==> src/rtl/addseq_pkg.sv <==
package addseq_pkg;
  parameter int TERM_W = 6;
  parameter int ACC_W  = TERM_W + 1;
  parameter int PERIOD = 16;
  parameter int IDX_W  = $clog2(PERIOD);

  localparam logic [TERM_W-1:0] SEED_OLD = TERM_W'(0);
  localparam logic [ACC_W-1:0]  SEED_MID = ACC_W'(1);
  localparam logic [ACC_W-1:0]  SEED_NEW = ACC_W'(1);
endpackage

==> src/rtl/addseq_phase.sv <==
module addseq_phase
  import addseq_pkg::*;
#(
  parameter int P_PERIOD = PERIOD,
  parameter int P_IDX_W  = IDX_W
) (
  input  logic               clk,
  input  logic               rst,
  input  logic               adv,
  output logic [P_IDX_W-1:0] idx,
  output logic               wrap,
  output logic               first
);
  localparam logic [P_IDX_W-1:0] LAST = P_IDX_W'(P_PERIOD - 1);

  assign wrap = adv && (idx == LAST);

  always_ff @(posedge clk) begin
    if (rst) begin
      idx   <= '0;
      first <= 1'b1;
    end else if (adv) begin
      if (idx == LAST) begin
        idx   <= '0;
        first <= 1'b1;
      end else begin
        idx   <= idx + 1'b1;
        first <= 1'b0;
      end
    end
  end
endmodule

==> src/rtl/addseq_window.sv <==
module addseq_window
  import addseq_pkg::*;
#(
  parameter int P_TERM_W = TERM_W,
  parameter int P_ACC_W  = ACC_W
) (
  input  logic                clk,
  input  logic                rst,
  input  logic                adv,
  input  logic                reload,
  output logic [P_TERM_W-1:0] oldest
);
  logic [P_ACC_W-1:0] middle;
  logic [P_ACC_W-1:0] newest;
  logic [P_ACC_W-1:0] feedback;

  assign feedback = P_ACC_W'(oldest) + middle;

  always_ff @(posedge clk) begin
    if (rst || (adv && reload)) begin
      oldest <= P_TERM_W'(SEED_OLD);
      middle <= P_ACC_W'(SEED_MID);
      newest <= P_ACC_W'(SEED_NEW);
    end else if (adv) begin
      oldest <= middle[P_TERM_W-1:0];
      middle <= newest;
      newest <= feedback;
    end
  end
endmodule

==> src/rtl/addseq_gen.sv <==
module addseq_gen
  import addseq_pkg::*;
(
  input  logic              clk,
  input  logic              rst,
  input  logic              adv_en,
  output logic [TERM_W-1:0] term_o,
  output logic [IDX_W-1:0]  idx_o,
  output logic              first_o
);
  logic wrap;

  addseq_phase #(.P_PERIOD(PERIOD), .P_IDX_W(IDX_W)) u_phase (
    .clk   (clk),
    .rst   (rst),
    .adv   (adv_en),
    .idx   (idx_o),
    .wrap  (wrap),
    .first (first_o)
  );

  addseq_window #(.P_TERM_W(TERM_W), .P_ACC_W(ACC_W)) u_window (
    .clk    (clk),
    .rst    (rst),
    .adv    (adv_en),
    .reload (wrap),
    .oldest (term_o)
  );
endmodule

==> config.mk <==
export PLATFORM = sky130hd
export DESIGN_NAME = addseq_gen
export DESIGN_NICKNAME = d
export VERILOG_FILES = /design/src/rtl/addseq_pkg.sv /design/src/rtl/addseq_phase.sv /design/src/rtl/addseq_window.sv /design/src/rtl/addseq_gen.sv
export SDC_FILE = /design/constraint.sdc
export NUM_CORES = 1
export LEC_CHECK = 0
export BUFFER_PORTS_ARGS = -buffer_cell sky130_fd_sc_hd__buf_2
export CAP_MARGIN = 20
export CELL_PAD_IN_SITES_DETAIL_PLACEMENT = 1
export CELL_PAD_IN_SITES_GLOBAL_PLACEMENT = 1
export CORE_MARGIN = 2
export CORE_UTILIZATION = 43
export DETAILED_ROUTE_END_ITERATION = 8
export PLACE_DENSITY_LB_ADDON = 0.1
export REMOVE_ABC_BUFFERS = 1
export SLEW_MARGIN = 20
export SYNTH_ARGS = -nofsm -noshare
export SYNTH_HDL_FRONTEND = slang
export SYNTH_SLANG_ARGS = --single-unit
==> constraint.sdc <==
create_clock -name clk -period 2.06 [get_ports clk]
set_input_delay 0.412 -clock clk [delete_from_list [all_inputs] [get_ports clk]]
set_output_delay 0.412 -clock clk [all_outputs]
set_load 0.03 [all_outputs]
### Yosys cells after proc, flatten, opt, wreduce, memory -nomap -nowiden

Cells that the tools add are included.

| word-level totals | value |
|---|---|
| register bits | 25 |
| output and inout bits | 11 |
| logic and storage cells | 13 |

| cells by class | value |
|---|---|
| reductions and logical operators | 3 |
| add/sub/neg operators | 2 |
| muxes and demuxes | 2 |
| equal/unequal tests | 1 |

Operators with widths:

| cell | count |
|---|---|
| 6-bit by 7-bit adder with 7-bit output | 1 |
| 4-bit by 1-bit adder with 4-bit output, second input constant | 1 |
| 4-bit == test, second input constant | 1 |
| 4-bit two-way mux | 1 |
| 1-bit logical AND | 2 |
| 1-bit logical OR | 1 |
| 1-bit two-way mux | 1 |

### Depth between registers and ports, before layout

Gate-level depths: netlist of run 1.

| logic depth | value |
|---|---|
| depth after elaboration | 4 |
| depth in mapped cells | 6 |
| mapped depth without buffers | 6 |

### Cells and area by module

From an unflattened synthesis of run 1, not the netlist that was laid out.

| unflattened totals | value |
|---|---|
| cell total of the unflattened synthesis | 103 |
| area, all modules | 1042.2 µm² |

Modules (own cells, without submodules):

| module | times used | area an instance (µm²) | cells an instance |
|---|---|---|---|
| addseq_window | 1 | 827.0 | 81 |
| addseq_phase | 1 | 215.2 | 22 |

### Worst setup path before layout of run 1

OpenSTA, ideal clock, no wires.

| timing path | value |
|---|---|
| kind | register to register |
| from | reg u_window.oldest[0] |
| to | reg u_window.newest[4] |
| clock period less this slack | 1.764 ns |
| arrival | 1.649 ns |
| data required time | 1.944 ns |
| cell stages (with the launch flop) | 7 |
| library setup time | 0.116 ns |
| slack | 0.296 ns |
| buffers on the path | 0 |
| path through | dfxtp_1 -> ha_1 -> fa_1 -> a21o_1 -> a21oi_1 -> mux2i_1 -> a31o_1 |

| between the ends | value |
|---|---|
| cells in the longest elaborated chain, start to end | 1 |

Ends and longest elaborated chain:

| item | line | RTL |
|---|---|---|
| start: declaration | addseq_window.sv:11 | `output logic [P_TERM_W-1:0] oldest` |
| start signal: assignment | addseq_window.sv:21 | `oldest <= P_TERM_W'(SEED_OLD);` |
| start signal: assignment | addseq_window.sv:25 | `oldest <= middle[P_TERM_W-1:0];` |
| 6-bit by 7-bit adder with 7-bit output | addseq_window.sv:17 | `assign feedback = P_ACC_W'(oldest) + middle;` |
| end signal: assignment | addseq_window.sv:23 | `newest <= P_ACC_W'(SEED_NEW);` |
| end signal: assignment | addseq_window.sv:27 | `newest <= feedback;` |
| end: declaration | addseq_window.sv:14 | `logic [P_ACC_W-1:0] newest;` |

No other way between the ends.
A chain may end at the register's enable or synchronous reset.

### Final worst setup path of run 1

Same ends and word-level chain as after synthesis.

==> results.toml, run 1 <==
[sta]
rsz0062_at_grt = "no"
slew_viol_final = 0
worstMarginPinSlew_ns = 0.471
timing.fmax_ghz = 0.584
fin_hold_ws_ns = 0.330
setup_viol = 0
hold_viol_final = 0
finalSetupTns_ns = 0
min_period_over_period_pct = 83.1
fin_crit_ns = 1.71
setup_ws_ns = 0.349
max_slew_margin_pct = 68.6
fin_worst_skew_ns = 0.00226

[clock_network]
cts_tree = "built"
insertion_delay_ns = 0.31
cts-root-buf = "clkbuf_4"
clk_pin_slew_ns = 0.12
post-cts-setup-buffers = 0
cts_buffers = 3
cts_max_level = 1
post_cts_resize_count = 0
clockBufferDepth = 2
cts.sinks = 23
hold_buffers = 0

[floorplanning]
num_rows = 17
start_util_pct = 46.2
die_h_um = 53.2
coreArea_mm2 = 0.00225
pin_count = 14
die_area_mm2 = 0.00283
die_w_um = 53.2

[placed_design]
pre_cts_ws_ns = 0.369
gp_congestion = 0.765
port_buffers = 13
post_dp_cell_area_mm2 = 0.00113
dpl.cell_count = 139
hpwl_mm = 1.52

[route]
vias = 745
via_per_inst = 5.21
drc_errors = 0
drt_iter0_drc = 0
postRouteAntennaNets = 0
drt_pass1_iterations = 1
wl_mm = 1.98
detail_route.wl_per_cell_um = 13.9

[power_and_ir_drop]
ir_drop_uv = 444
power_density_mw_per_mm2 = 671
p_leak_nw = 0.568

[critical_path]
worst-setup-path-type = "reg -> reg"
cp.required_ns = 2.28
arrival_ns = 1.93
ff2ff_path_depth = 6
cp-start-kind = "register"
cp_max_fo = 3
endpoint_kind = "register"

[final_layout]
final_cell_area_mm2 = 0.00116
diodes = 0
drive_above_1_share_pct = 17.4
fin_cells = 143
final_cell_mix = "dfxtp_1, mux2i_1, nor2_1, buf_2, ha_1"
fin_nets = 126
area_growth_pct = 11.2
final_common_cell = "dfxtp_1"

[synth]
ys_warn_count = 0
syn_area_mm2 = 0.00104
ys_seq_area_share_pct = 44.2
netlist_instances = 100
synth.distinct_cells = 24
synth-seq-cells = 23
syn_area_per_cell_um2 = 10.4

[global_routing]
grt_max_degree = 18
antenna_found_initial = 0
overflow = 0
grt_pass1_vias = 793
grt_pass1_wl_mm = 3.57
grt_usage_pct = 17.6

[min_path]
whs_path_depth = 2
hp-class = "in -> reg"

[status]
status = "completed"

[flow_run]
cap_violations = 0
-- per-stage QoR --
| step | power, W | utilization, % |
|---|---|---|
| 6_report | 0.000777 | 51.3 |
| 5_1_grt | 0.000818 | 51.3 |
| 4_1_cts | 0.000787 | 51.3 |
| 3_5_place_dp | 0.000580 | 50.2 |
| 3_3_place_gp | 0.000576 | 50.2 |
| 2_1_floorplan | 0.000542 | - |
-- worst paths after layout --
check / start / end / slack (ns)
worst max-delay path: u_window.oldest[0]$_SDFFE_PP0P_ / u_window.newest[4]$_SDFFE_PP0P_ / 0.35
worst min-delay path: rst / u_phase.idx[2]$_SDFFE_PP0P_ / 0.33
worst max register to register: u_window.oldest[0]$_SDFFE_PP0P_ / u_window.newest[4]$_SDFFE_PP0P_ / 0.35
worst min register to register: u_phase.first$_SDFFE_PP1P_ / u_phase.first$_SDFFE_PP1P_ / 0.47
-- logic make-up after synthesis --
family	count (synthesis)	synth area share (%)
DFF	23	44.2
xor gates and xnor gates	5	4.21
AOI/OAI and AO/OA	14	11.3
adders and majority gates	7	9.13
muxes	17	16.3
and+or+nand+nor	28	11.7
buffers and inverters	6	3.12
-- sequential cells by signal, indices dropped and copies added (netlist names) --
register and cells:
u_phase.idx 4, u_window.middle 6, u_window.oldest 6, u_phase.first 1
u_window.newest 6
-- synthesized netlist by cell type (all sizes together) --
cell,number,area share [%]
nor2,17,6.1
a31oi,1,0.60
clkbuf,1,0.36
nand4,3,1.8
xnor2,2,1.7
a21o,2,1.4
nand2,3,1.1
a31o,3,2.5
ha,6,7.2
fa,1,1.9
o21ai,2,0.96
buf,3,2.0
dfxtp,23,44
a41o,1,2.0
or3,2,1.2
nand3,3,1.4
xor2,3,2.5
a21oi,3,1.4
inv,2,0.72
a41oi,1,1.6
a211oi,1,0.72
mux2i,17,16
-- per-layer routing --
| metal | GRT usage, % | up-vias | part of all wire [%] | wire (um) |
|---|---|---|---|---|
| li1 | - | 382 | - | - |
| met4 | 2.56 | 0 | 0.40 | 8 |
| met1 | 21.5 | 349 | 45 | 896 |
| met5 | 0 | - | 0 | 0 |
| met2 | 30.0 | 12 | 51 | 1010 |
| met3 | 5.93 | 2 | 3.6 | 72 |
-- final cells by class --
| cell class | count | area [um^2] |
|---|---|---|
| fill | 282 | 1100 |
| inverter | 2 | 7.51 |
| tap | 28 | 35.0 |
| clock buffer | 4 | 26.3 |
| multi-input combinational | 71 | 548 |
| sequential | 23 | 460 |
| timing repair buffer | 15 | 80.1 |
-- critical path, cell delays in order (launching register included) --
cell and delay [ns]:
dfxtp_1 0.35, ha_1 0.23, fa_1 0.40, a21o_1 0.20
a21oi_1 0.17, mux2i_1 0.10, a31o_1 0.18
-- power by group --
part           switching, W  leakage, nW  internal [W]  total (W)
Clock              0.000133       0.0150     0.0000756   0.000209
Sequential        0.0000126        0.187      0.000461   0.000473
Combinational     0.0000573        0.366     0.0000371  0.0000943
Total              0.000203        0.568      0.000573   0.000777
Power figures use the tool's default switching activity.
==> run 2: changes to the inputs <==
clock period = 1.6 ns   (was 2.06 ns; I/O delays follow)
==> run 2 against run 1 <==
  * Global-route usage decreased by 0.19 points
  * Largest cell class unchanged
  * Critical path type unchanged
  * First-iteration DRC count up 1
  * Non-clock buffer count rose by 6
  * Core utilization up 2.5 points
  * Flip-flop and latch count unchanged
  * Combinational power increased by 47%
  * Wire length rose by 0.66%
==> results.toml, run 2 (synthesis gave the netlist of run 1 again) <==
[final_layout]
final.fill_count = 274
utilization_pct = 53.8
fin_nets = 132
area_growth_pct = 16.6
final_cell_mix = "dfxtp_1, mux2i_1, nor2_1, buf_2, buf_4"
diodes = 0
largestRegisters = "u_window.middle x6, u_window.newest x6, u_window.oldest x6"
drive_above_1_share_pct = 25.6
final_common_cell = "dfxtp_1"

[floorplanning]
pin_count = 14
die_h_um = 53.2
coreArea_mm2 = 0.00225
die_area_mm2 = 0.00283
die_w_um = 53.2
num_rows = 17
start_util_pct = 46.2

[clock_network]
clockBufferDepth = 2
insertion_delay_ns = 0.30
cts_max_level = 1
clk_pin_slew_ns = 0.12
cts_buffers = 3
post-cts-setup-buffers = 0
cts.sinks = 23
cts-root-buf = "clkbuf_4"
cts_tree = "built"

[sta]
fin_hold_ws_ns = 0.231
slew_viol_final = 0
rsz0062_at_grt = "no"
min_period_over_period_pct = 95.5
timing.fmax_ghz = 0.655
finalSetupTns_ns = 0
worstMarginPinSlew_ns = 0.309
hold_viol_final = 0
fin_crit_ns = 1.53
fin_worst_skew_ns = 0.00362
setup_viol = 0
max_slew_margin_pct = 79.4

[route]
drt_iter0_drc = 1
wl_mm = 2.00
detail_route.wl_per_cell_um = 13.4
drt_pass1_iterations = 3
postRouteAntennaNets = 0
drc_errors = 0
via_per_inst = 5.17
vias = 771

[critical_path]
cp.required_ns = 1.80
worst-setup-path-type = "reg -> reg"
startpoint = "u_window.oldest[0]$_SDFFE_PP0P_"
ff2ff_path_depth = 6
cp-start-kind = "register"
r2r_slack_ns = 0.07
arrival_ns = 1.73
timing.rr.end = "u_window.newest[4]$_SDFFE_PP0P_"
cp_max_fo = 2
endpoint_kind = "register"
r2r-start = "u_window.oldest[0]$_SDFFE_PP0P_"

[placed_design]
gp_congestion = 0.753
hpwl_mm = 1.53
port_buffers = 13

[power_and_ir_drop]
switchingPower_w = 0.000252
power_density_mw_per_mm2 = 825
power.share.sequential_pct = 60.7
switching_share_pct = 25.2
p_int_w = 0.000749
p_clk_share_pct = 25.5
ir_drop_uv = 467
p_leak_nw = 0.595
p_comb_share_pct = 13.8

[global_routing]
antenna_found_initial = 0
overflow = 0
grt_pass1_vias = 809
grt_max_degree = 16
grt_pass1_wl_mm = 3.53
grt_usage_pct = 17.4

[min_path]
worstHoldEndpoint = "u_phase.idx[2]$_SDFFE_PP0P_"
whs_path_depth = 2
hp-class = "in -> reg"
hold_start = "rst"

[flow_run]
cap_violations = 0

[status]
status = "completed"
## run 2: cell count changes in the layout (fill, tap and decap cells not counted), sizes merged
cell,previous run,this run
buf,15,21
## run 2: worst max path at each step
stage / end / cells after the start
after floorplan: u_window.newest[4]$_SDFFE_PP0P_ / 6
after detailed placement: u_window.newest[4]$_SDFFE_PP0P_ / 6
final: u_window.newest[4]$_SDFFE_PP0P_ / 6
after CTS: u_window.newest[4]$_SDFFE_PP0P_ / 6
after global placement: u_window.newest[4]$_SDFFE_PP0P_ / 6
after global routing: u_window.newest[4]$_SDFFE_PP0P_ / 6
## run 2: power by group through the flow
stage | combinational [W] | clock [W] | sequential [W]
after floorplan | 0.0000578 | 0 | 0.000640
after global placement | 0.000134 | 0 | 0.000619
after detailed placement | 0.000138 | 0 | 0.000620
after CTS | 0.000140 | 0.000276 | 0.000607
after global routing | 0.000154 | 0.000302 | 0.000611
final | 0.000139 | 0.000255 | 0.000607
## run 2: timing repair
action / 4_1_cts / 5_1_grt
pin swaps: 0 / 2
cloned: 0 / 0
gates resized for setup: 3 / 2
hold buffers: 0 / 0
endpoints found under the hold margin: 0 / 0
endpoints found under the setup margin: 1 / 1
## run 2: per-layer routing
metal  vias to the layer above  wire (um)  track usage (%)
met1                       362        961             20.7
met4                         0         16             5.13
met5                         -          0                0
met2                        11        960             29.8
li1                        396          -                -
met3                         2         59             5.08
## run 2: stage by stage
step                      power [W]  cells  area, um^2  setup slack [ns]
after floorplan            0.000698     96        1020            -0.164
final                       0.00100    149        1210            0.0724
after detailed placement   0.000758    145        1180           -0.0660
after global routing        0.00107    149        1210           0.00459
after global placement     0.000753    145        1180           -0.0240
after CTS                   0.00102    149        1210            0.0254
## run 2: area by class of cell
type                    count  area, um^2  area share (%)
well taps                  28        35.0            2.89
multi-input cells          71         557            45.9
clock buffers               4        26.3            2.16
repair buffers             21         125            10.3
inverters                   2        7.51           0.619
flip-flops and latches     23         463            38.1
## run 2: critical path, stage by stage, from the launching register on
cell and delay, ns:
dfxtp_2 0.34, ha_2 0.19, fa_2 0.34, a21o_1 0.17, a21oi_2 0.13, mux2i_1 0.08
a31o_1 0.18
